## config.mk

```make
export PLATFORM = sky130hd
export DESIGN_NAME = sram_core
export DESIGN_NICKNAME = d
export VERILOG_FILES = /design/src/rtl/sram_pkg.sv /design/src/rtl/sram_wr_decode.sv /design/src/rtl/sram_array.sv /design/src/rtl/sram_out_path.sv /design/src/rtl/sram_core.sv
export SDC_FILE = /design/constraint.sdc
export NUM_CORES = 1
export LEC_CHECK = 0
export BUFFER_PORTS_ARGS = -buffer_cell sky130_fd_sc_hd__buf_2
export CAP_MARGIN = 30
export CORE_MARGIN = 5
export CORE_UTILIZATION = 50
export CTS_BUF_LIST = sky130_fd_sc_hd__clkbuf_16
export CTS_CLUSTER_SIZE = 10
export DETAILED_ROUTE_END_ITERATION = 6
export PLACE_DENSITY = 0.64
export SETUP_SLACK_MARGIN = 0.5
export SLEW_MARGIN = 20
export SYNTH_ARGS = -nofsm -noshare
export SYNTH_HDL_FRONTEND = slang
export SYNTH_SLANG_ARGS = --single-unit
```

## constraint.sdc

```tcl
create_clock -name clk -period 2.1 [get_ports clk]
set_input_delay 0 -clock clk [delete_from_list [all_inputs] [get_ports clk]]
set_output_delay 0 -clock clk [all_outputs]
set_load 0.05 [all_outputs]
```

## src/rtl/sram_pkg.sv

```systemverilog
package sram_pkg;
  typedef enum logic {
    MODE_FLOW = 1'b0,
    MODE_PIPE = 1'b1
  } rd_mode_e;

  typedef enum logic [1:0] {
    CYC_IDLE  = 2'd0,
    CYC_READ  = 2'd1,
    CYC_WRITE = 2'd2
  } cyc_kind_e;
endpackage

```

## src/rtl/sram_wr_decode.sv

```systemverilog
module sram_wr_decode #(
  parameter int LANES = 2
) (
  input  logic             selected,
  input  logic             sleep,
  input  logic             wr_all,
  input  logic             wr_bytes,
  input  logic [LANES-1:0] lane_sel,
  output sram_pkg::cyc_kind_e kind,
  output logic [LANES-1:0] lane_we
);
  import sram_pkg::*;

  logic go;
  assign go = selected && !sleep;

  always_comb begin
    if (!go)                    kind = CYC_IDLE;
    else if (wr_all || wr_bytes) kind = CYC_WRITE;
    else                        kind = CYC_READ;
  end

  for (genvar l = 0; l < LANES; l++) begin : g_lane
    always_comb begin
      if (kind != CYC_WRITE) lane_we[l] = 1'b0;
      else if (wr_all)       lane_we[l] = 1'b1;
      else                   lane_we[l] = lane_sel[l];
    end
  end
endmodule

```

## src/rtl/sram_array.sv

```systemverilog
module sram_array #(
  parameter int ADDR_W = 6,
  parameter int LANES  = 2,
  parameter int LANE_W = 9
) (
  input  logic                    clk,
  input  logic [ADDR_W-1:0]       waddr,
  input  logic [LANES-1:0]        lane_we,
  input  logic [LANES*LANE_W-1:0] wdata,
  input  logic [ADDR_W-1:0]       raddr,
  output logic [LANES*LANE_W-1:0] rword
);
  localparam int DEPTH = 1 << ADDR_W;

  for (genvar l = 0; l < LANES; l++) begin : g_bank
    logic [LANE_W-1:0] bank [DEPTH];
    always_ff @(posedge clk) begin
      if (lane_we[l]) bank[waddr] <= wdata[l*LANE_W +: LANE_W];
    end
    assign rword[l*LANE_W +: LANE_W] = bank[raddr];
  end
endmodule

```

## src/rtl/sram_out_path.sv

```systemverilog
module sram_out_path #(
  parameter int DATA_W = 18
) (
  input  logic              clk,
  input  logic              rst_n,
  input  sram_pkg::rd_mode_e mode,
  input  logic              rd_q,
  input  logic [DATA_W-1:0] rword,
  input  logic              oe,
  input  logic              sleep,
  output logic [DATA_W-1:0] q,
  output logic              q_drive
);
  import sram_pkg::*;

  logic [DATA_W-1:0] pipe_data;
  logic              pipe_vld;
  logic              src_vld;
  logic [DATA_W-1:0] src_data;

  always_ff @(posedge clk or negedge rst_n) begin
    if (!rst_n) begin
      pipe_vld  <= 1'b0;
      pipe_data <= '0;
    end else begin
      pipe_vld <= rd_q;
      if (rd_q) pipe_data <= rword;
    end
  end

  always_comb begin
    if (mode == MODE_PIPE) begin
      src_vld  = pipe_vld;
      src_data = pipe_data;
    end else begin
      src_vld  = rd_q;
      src_data = rword;
    end
  end

  assign q_drive = src_vld && oe && !sleep;
  assign q       = q_drive ? src_data : '0;

  p_oe_gates_r6: assert property (@(posedge clk) disable iff (!rst_n)
    !oe |-> !q_drive);
  p_sleep_gates_r7: assert property (@(posedge clk) disable iff (!rst_n)
    sleep |-> !q_drive);
  p_pipe_late_r5: assert property (@(posedge clk) disable iff (!rst_n)
    (mode == MODE_PIPE && $past(rd_q) && oe && !sleep) |-> q_drive);
  p_pipe_deselect_r8: assert property (@(posedge clk) disable iff (!rst_n)
    (mode == MODE_PIPE && !$past(rd_q)) |-> !q_drive);
  p_undriven_zero_r9: assert property (@(posedge clk) disable iff (!rst_n)
    !q_drive |-> (q == '0));
endmodule

```

## src/rtl/sram_core.sv

```systemverilog
module sram_core #(
  parameter int ADDR_W = 6,
  parameter int LANES  = 2,
  parameter int LANE_W = 9
) (
  input  logic                    clk,
  input  logic                    rst_n,
  input  logic [ADDR_W-1:0]       addr,
  input  logic                    cs_n,
  input  logic                    cs,
  input  logic                    wr_all,
  input  logic                    wr_bytes,
  input  logic [LANES-1:0]        lane_sel,
  input  logic [LANES*LANE_W-1:0] d,
  input  logic                    pipe_mode,
  input  logic                    oe,
  input  logic                    sleep,
  output logic [LANES*LANE_W-1:0] q,
  output logic                    q_drive
);
  import sram_pkg::*;

  localparam int DATA_W = LANES * LANE_W;

  logic              selected;
  cyc_kind_e         kind;
  logic [LANES-1:0]  lane_we;
  logic [ADDR_W-1:0] addr_q;
  logic              rd_q;
  logic [DATA_W-1:0] rword;
  rd_mode_e          mode;

  assign selected = !cs_n && cs;
  assign mode     = pipe_mode ? MODE_PIPE : MODE_FLOW;

  sram_wr_decode #(.LANES(LANES)) u_dec (
    .selected (selected),
    .sleep    (sleep),
    .wr_all   (wr_all),
    .wr_bytes (wr_bytes),
    .lane_sel (lane_sel),
    .kind     (kind),
    .lane_we  (lane_we)
  );

  always_ff @(posedge clk or negedge rst_n) begin
    if (!rst_n) begin
      addr_q <= '0;
      rd_q   <= 1'b0;
    end else begin
      rd_q <= (kind == CYC_READ);
      if (kind == CYC_READ) addr_q <= addr;
    end
  end

  sram_array #(.ADDR_W(ADDR_W), .LANES(LANES), .LANE_W(LANE_W)) u_arr (
    .clk     (clk),
    .waddr   (addr),
    .lane_we (lane_we),
    .wdata   (d),
    .raddr   (addr_q),
    .rword   (rword)
  );

  sram_out_path #(.DATA_W(DATA_W)) u_out (
    .clk     (clk),
    .rst_n   (rst_n),
    .mode    (mode),
    .rd_q    (rd_q),
    .rword   (rword),
    .oe      (oe),
    .sleep   (sleep),
    .q       (q),
    .q_drive (q_drive)
  );

  p_no_access_unselected_r1: assert property (@(posedge clk) disable iff (!rst_n)
    !(!cs_n && cs) |-> (lane_we == '0));
  p_global_all_lanes_r2: assert property (@(posedge clk) disable iff (!rst_n)
    (!cs_n && cs && !sleep && wr_all) |-> (&lane_we));
  p_byte_needs_enable_r3: assert property (@(posedge clk) disable iff (!rst_n)
    (!wr_all && !wr_bytes) |-> (lane_we == '0));
  p_sleep_blocks_write_r7: assert property (@(posedge clk) disable iff (!rst_n)
    sleep |-> (lane_we == '0));
  p_flow_deselect_r8: assert property (@(posedge clk) disable iff (!rst_n)
    (!pipe_mode && $past(!(!cs_n && cs))) |-> !q_drive);
endmodule

```

==> impl_metrics.yaml, run 1 <==
place:
  dp_hpwl_mm: 77.3
  dpl_cell_area_mm2: 0.0517
  port_buffers: 53
  routabilityCongestion: 0.858
  place_worst_setup_slack_ns: -0.701
setup_path:
  worstPathMaxFanout: 10
  crit_required_ns: 2.10
  crit_arrival_ns: 3.29
  startpoint_type: "register"
  crit_path_start: "addr_q[1]"
  crit_path_end_kind: "output port"
  crit_type: "reg -> out"
  r2r-start: "addr_q[1]"
detailed_routing:
  first_pass_iters: 5
  drt_iter0_markers: 2475
  wire_per_inst_um: 27.2
  routed_wl_mm: 122
  routed_via_density: 5.89
  vias: 26400
  drc: 0
  drtAntennaViolNets: 0
sta:
  period_minus_slack_ns: 3.29
  min_period_over_period_pct: 157
  slew_headroom_pct: 43.0
  worst_pin_slew_ns: 0.855
  final-setup-viol-count: 36
  whs_ns: 0.0654
  clock_skew_ns: 0.0131
  rsz0062_at_grt: "true"
  worst_slack_ns: -1.19
  fmax_mhz: 304
  finalHoldViolCount: 0
  tns_ns: -26.36
  maxSlewViolCount: 0
floorplan:
  start_util_pct: 50.2
  dieArea_mm2: 0.0994
  dieHeight_um: 315
  die_w_um: 315
  num_io_pins: 54
  rows: 112
  core_area_mm2: 0.0929
global_routing:
  overflow: 0
  grt_first_pass_wirelength_mm: 177
  antenna_found_initial: 5
  grt_pass1_vias: 26800
  grt_max_degree: 65
  grt_usage_pct: 24.1
power:
  cellLeakagePower_nw: 20.1
  p_total_w: 0.0597
  power.density_mw_per_mm2: 1020
  ir_worst_vdd_mv: 0.866
logic_synthesis:
  ys_seq_area_share_pct: 75.6
  yosys.area.top_type_share_pct: 74.2
  syn_inst: 2701
  synth.area.top_cells: "edfxtp_1 74%, mux2i_1 12%, nor2_1 1.7%, a22oi_1 1.6%, dfrtp_1 1.4%"
  synth_edf_count: 1152
  yosysWarnings: 0
  ys_ff_latch: 1178
  ys_types: 46
  avgSynthCellArea_um2: 17.3
  synth_top_cell_by_area: "edfxtp_1"
  synth-async-reset-ratio_pct: 2.21
  ys_dominant_reg_cell: "edfxtp_1"
  synth_fp_nets: 2736
  syn_area_mm2: 0.0466
cts:
  clkTransAtPathRegs_ns: 0.06
  cts.sinks: 1178
  cts_tree: "done"
  clock_path_buffers: 3
  clock_latency_ns: 0.74
  cts_buffers: 137
  h-tree-depth: 4
  cts_root_buf: "clkbuf_16"
hold_path:
  min_path_type: "in -> reg"
  min_from: "addr[3]"
cells_and_area:
  final_cell_area_mm2: 0.0586
  fin_nets: 3207
  final_cell_mix: "1,152 x edfxtp_1, 515 x mux2i_1, 264 x buf_4"
  drive_gt1_share_pct: 28.6
  syn_to_final_growth_pct: 25.7
  final_common_cell: "edfxtp_1"
  fillerInstances: 6377
outcome:
  violations: "negative setup slack"
  status: "complete, but fails checks"
job:
  max_cap_violations: 0
==> synthesized netlist by cell type, types with 3 or more instances <==
cell and number:
mux2i_1 546, mux4_1 7, clkbuf_1 68, mux4_2 17, or3b_2 3, o21ai_1 17
o41ai_2 16, a31oi_1 4, nand4bb_1 3, o22ai_1 98, nand2b_1 4, o21ai_0 17
nor2_1 208, mux2_2 11, nand3b_1 8, buf_6 5, buf_4 35, a21oi_1 36
buf_1 6, inv_1 18, nand2_1 73, o221ai_1 16, nand3_1 54, or3_1 17
nand4_1 17, nor3_1 36, nor2b_1 4, dfrtp_1 26, edfxtp_1 1152, a22oi_1 102
buf_2 55
==> cell families after synthesis <==
| group | Yosys count | synth area share, % |
|---|---|---|
| AND/OR/NAND/NOR | 436 | 4.22 |
| buffers and inverters | 192 | 2.13 |
| flip-flops | 1178 | 75.6 |
| multiplexers | 581 | 13.2 |
| AO/OA/AOI/OAI | 314 | 4.82 |
==> sequential cells by signal, indices dropped and copies added (netlist names) <==
name               count
addr_q                 6
rd_q                   1
u_arr.g_bank.bank   1152
u_out.pipe_data       18
u_out.pipe_vld         1
==> report_power, final <==
group	internal (W)	total, W	leakage, nW	switching, W
logic	0.00584	0.0126	7.46	0.00676
registers	0.0261	0.0262	10.7	0.000167
clock network	0.0118	0.0208	2.00	0.00906
==> cell type report <==
cell class	count	area, um2	area share, %
diodes	4	10.0	0.0171
clock inverters	52	444	0.758
repair buffers	505	5690	9.71
clock buffers	137	3430	5.85
inverters	19	85.1	0.145
well taps	1254	1570	2.68
flip-flops and latches	1178	35300	60.2
multi-input cells	1331	12100	20.7
==> final timing paths <==
kind	slack, ns	cells after the start	endpoint
max	-1.19	11	q[3]
min	0.07	4	u_arr.g_bank[1].bank[31][7]
max reg2reg	-0.48	13	u_out.pipe_data[8]
min reg2reg	0.52	2	u_out.pipe_data[4]
max in group asynchronous	1.59	4	addr_q[1]
min in group asynchronous	0.30	4	u_out.pipe_data[13]
==> repair_timing <==
action,in CTS,in global routing
hold buffers,30,0
setup endpoints to repair,37,218
endpoints found under the hold margin,792,0
buffers inserted,40,28
pin swaps,60,72
gates cloned,9,7
gates resized for setup,223,120
==> per-layer routing <==
metal  wire length, um  GRT usage (%)
met2             59800           39.8
met5                 9              0
met3              8040           4.17
met1             50300           33.2
met4              3750           7.73
==> metrics by stage <==
stage / util, % / std cells
floorplan: - / 2701
global placement: 55.6 / 4173
finish: 63.1 / 4480
detailed placement: 55.6 / 4173
CTS: 61.9 / 4441
global route: 63.1 / 4476
==> critical path, stage by stage, from the launching register on <==
cell	delay, ns
dfrtp_4	0.50
buf_6	0.13
buf_12	0.15
buf_12	0.16
buf_12	0.15
mux2i_1	0.12
nand3_1	0.10
a31oi_2	0.14
nor3_2	0.29
o21ai_4	0.11
a311oi_4	0.46
buf_6	0.22
(Power assumes the default switching activity.)
==> run 2, diff against run 1 <==
CORE_UTILIZATION = 63   (was 50)
PLACE_DENSITY = 0.79   (was 0.64)
==> impl_metrics.yaml, run 2 (synthesis gave the netlist of run 1 again) <==
cts:
  clock_path_buffers: 3
  cts_buffers: 136
  cts_root_buf: "clkbuf_16"
  h-tree-depth: 4
  clock_latency_ns: 0.72
  cts_tree: "done"
  cts.sinks: 1178
  clkTransAtPathRegs_ns: 0.05
cells_and_area:
  reg_top3: "u_arr.g_bank.bank x1152, u_out.pipe_data x18, addr_q x6"
  final_cell_mix: "1,152 x edfxtp_1, 514 x mux2i_1, 274 x buf_4"
  syn_to_final_growth_pct: 23.1
  largest_reg_flops: 1152
  final_common_cell: "edfxtp_1"
  final_cell_area_mm2: 0.0574
  regMostFlops: "u_arr.g_bank.bank"
  post-route-util_pct: 78.4
  drive_gt1_share_pct: 27.8
  fin_nets: 3178
setup_path:
  crit_path_max_incr_delay_ns: 0.52
  crit_path_end_kind: "output port"
  ff2ff_path_depth: 10
  r2r-start: "addr_q[1]"
  cp_cell_sequence: "buf_12 -> buf_12 -> buf_8 -> mux2i_1 -> o22ai_1 -> nor3_4 -> buf_4 -> nand4_1 -> o41ai_4 -> buf_4 -> o21ai_4 -> buf_6"
  crit_type: "reg -> out"
  crit_arrival_ns: 3.46
  crit_required_ns: 2.10
  startpoint_type: "register"
  r2r-end: "u_out.pipe_data[15]"
  crit_path_start: "addr_q[1]"
  worstPathMaxFanout: 8
  reg2reg_slack_ns: -0.72
  slowest_stage: "dfrtp_4"
power:
  netSwitchingFraction_pct: 26.8
  ir_worst_vdd_mv: 0.879
  p_total_w: 0.0594
  clockPowerShare_pct: 34.7
  seq_power_share_pct: 44.2
  power.density_mw_per_mm2: 1030
  power_switching_w: 0.0159
  intPower_w: 0.0435
  combPwrFrac_pct: 21.1
  cellLeakagePower_nw: 19.8
sta:
  maxSlewViolCount: 0
  rsz0062_at_grt: "true"
  slew_headroom_pct: 30.9
  worst_pin_slew_ns: 1.04
  min_period_over_period_pct: 165
  final-setup-viol-count: 37
  clock_skew_ns: 0.0216
  fmax_mhz: 289
  worst_slack_ns: -1.36
  whs_ns: 0.0710
  finalHoldViolCount: 0
  period_minus_slack_ns: 3.46
hold_path:
  holdPathEnd: "u_arr.g_bank[1].bank[63][5]"
  hold_depth: 4
  min_from: "addr[5]"
  min_path_type: "in -> reg"
detailed_routing:
  routed_wl_mm: 129
  drt_iter0_markers: 4091
  wire_per_inst_um: 31.1
  first_pass_iters: 6
  vias: 28300
  drtAntennaViolNets: 0
  drc: 0
  routed_via_density: 6.81
floorplan:
  dieHeight_um: 282
  die_w_um: 282
  start_util_pct: 63.7
  core_area_mm2: 0.0732
  num_io_pins: 54
  dieArea_mm2: 0.0795
  rows: 99
global_routing:
  grt_first_pass_wirelength_mm: 181
  grt_pass1_vias: 27900
  overflow: 0
  antenna_found_initial: 4
  grt_max_degree: 65
  grt_usage_pct: 30.9
place:
  dp_hpwl_mm: 73.8
  dpl_cell_area_mm2: 0.0511
  routabilityCongestion: 0.893
  port_buffers: 53
  place_worst_setup_slack_ns: -0.595
outcome:
  violations: "negative setup slack"
  status: "complete, but fails checks"
job:
  max_cap_violations: 0
-- run 2: changes by cell type in the layout (fill, tap and decap cells not counted), sizes merged --
cell          previous run  this run
bufbuf                   1         2
bufinv                   1         0
clkinv                  12         7
clkbuf                 144       145
buf                    468       439
dlygate4sd3             28        31
dlymetal6s4s             1         0
diode                    4         2
inv                     58        56
-- run 2: final cells by class --
cell class                      instances  area, um2
Fill cell                            3397      15800
Clock inverter                         44        249
Inverter                               19       71.3
Antenna cell                            2       5.00
Multi-Input combinational cell       1331      12100
Clock buffer                          140       3500
Sequential cell                      1178      35300
Tap cell                              959       1200
Timing Repair Buffer                  477       5030
-- run 2: worst max-delay path by stage --
stage / to / slack [ns] / cells past startpoint
6_report: q[10] / -1.36 / 12
5_1_grt: q[10] / -1.40 / 12
4_1_cts: q[3] / -1.12 / 9
3_5_place_dp: q[10] / -0.59 / 11
3_3_place_gp: q[15] / -0.53 / 11
2_1_floorplan: q[9] / 0.07 / 7
-- run 2: critical path: cells and delay by family (launching register included) --
kind                   cells  cell delay (ns)
muxes                      1             0.18
buffers and inverters      6             0.98
AOI/OAI and AO/OA          3             0.40
DFF                        1             0.52
and+or+nand+nor            2             0.64
-- run 2: metal layers --
metal  vias to the layer above  track usage, %  part of all wire (%)  routed length, um
met1                     14100            40.7                    35              44700
li1                      11500               -                     -                  -
met5                         -               0                 0.040                 51
met4                         6            13.4                   5.4               7000
met3                       447            7.17                    11              14400
met2                      2202            50.4                    49              62900
-- run 2: metrics by stage --
stage,instances,TNS (ns)
detailed placement,3861,-15.33
CTS,4115,-22.90
global placement,3861,-13.49
global route,4148,-29.29
floorplan,2701,0
finish,4150,-27.23
-- run 2: repair_timing --
action / in CTS / in global routing
endpoints found under the setup margin: 37 / 40
hold endpoints to repair: 685 / 0
cloned: 6 / 5
setup buffers: 31 / 29
resized for setup: 183 / 106
pin swaps: 27 / 27
hold buffers: 33 / 0
-- run 2: power by group through the flow --
stage / Sequential [W] / Combinational, W / Clock [W]
floorplan: 0.0266 / 0.00610 / 0
global placement: 0.0267 / 0.00939 / 0
detailed placement: 0.0267 / 0.00960 / 0
CTS: 0.0262 / 0.0111 / 0.0205
global route: 0.0262 / 0.0129 / 0.0218
finish: 0.0262 / 0.0125 / 0.0206
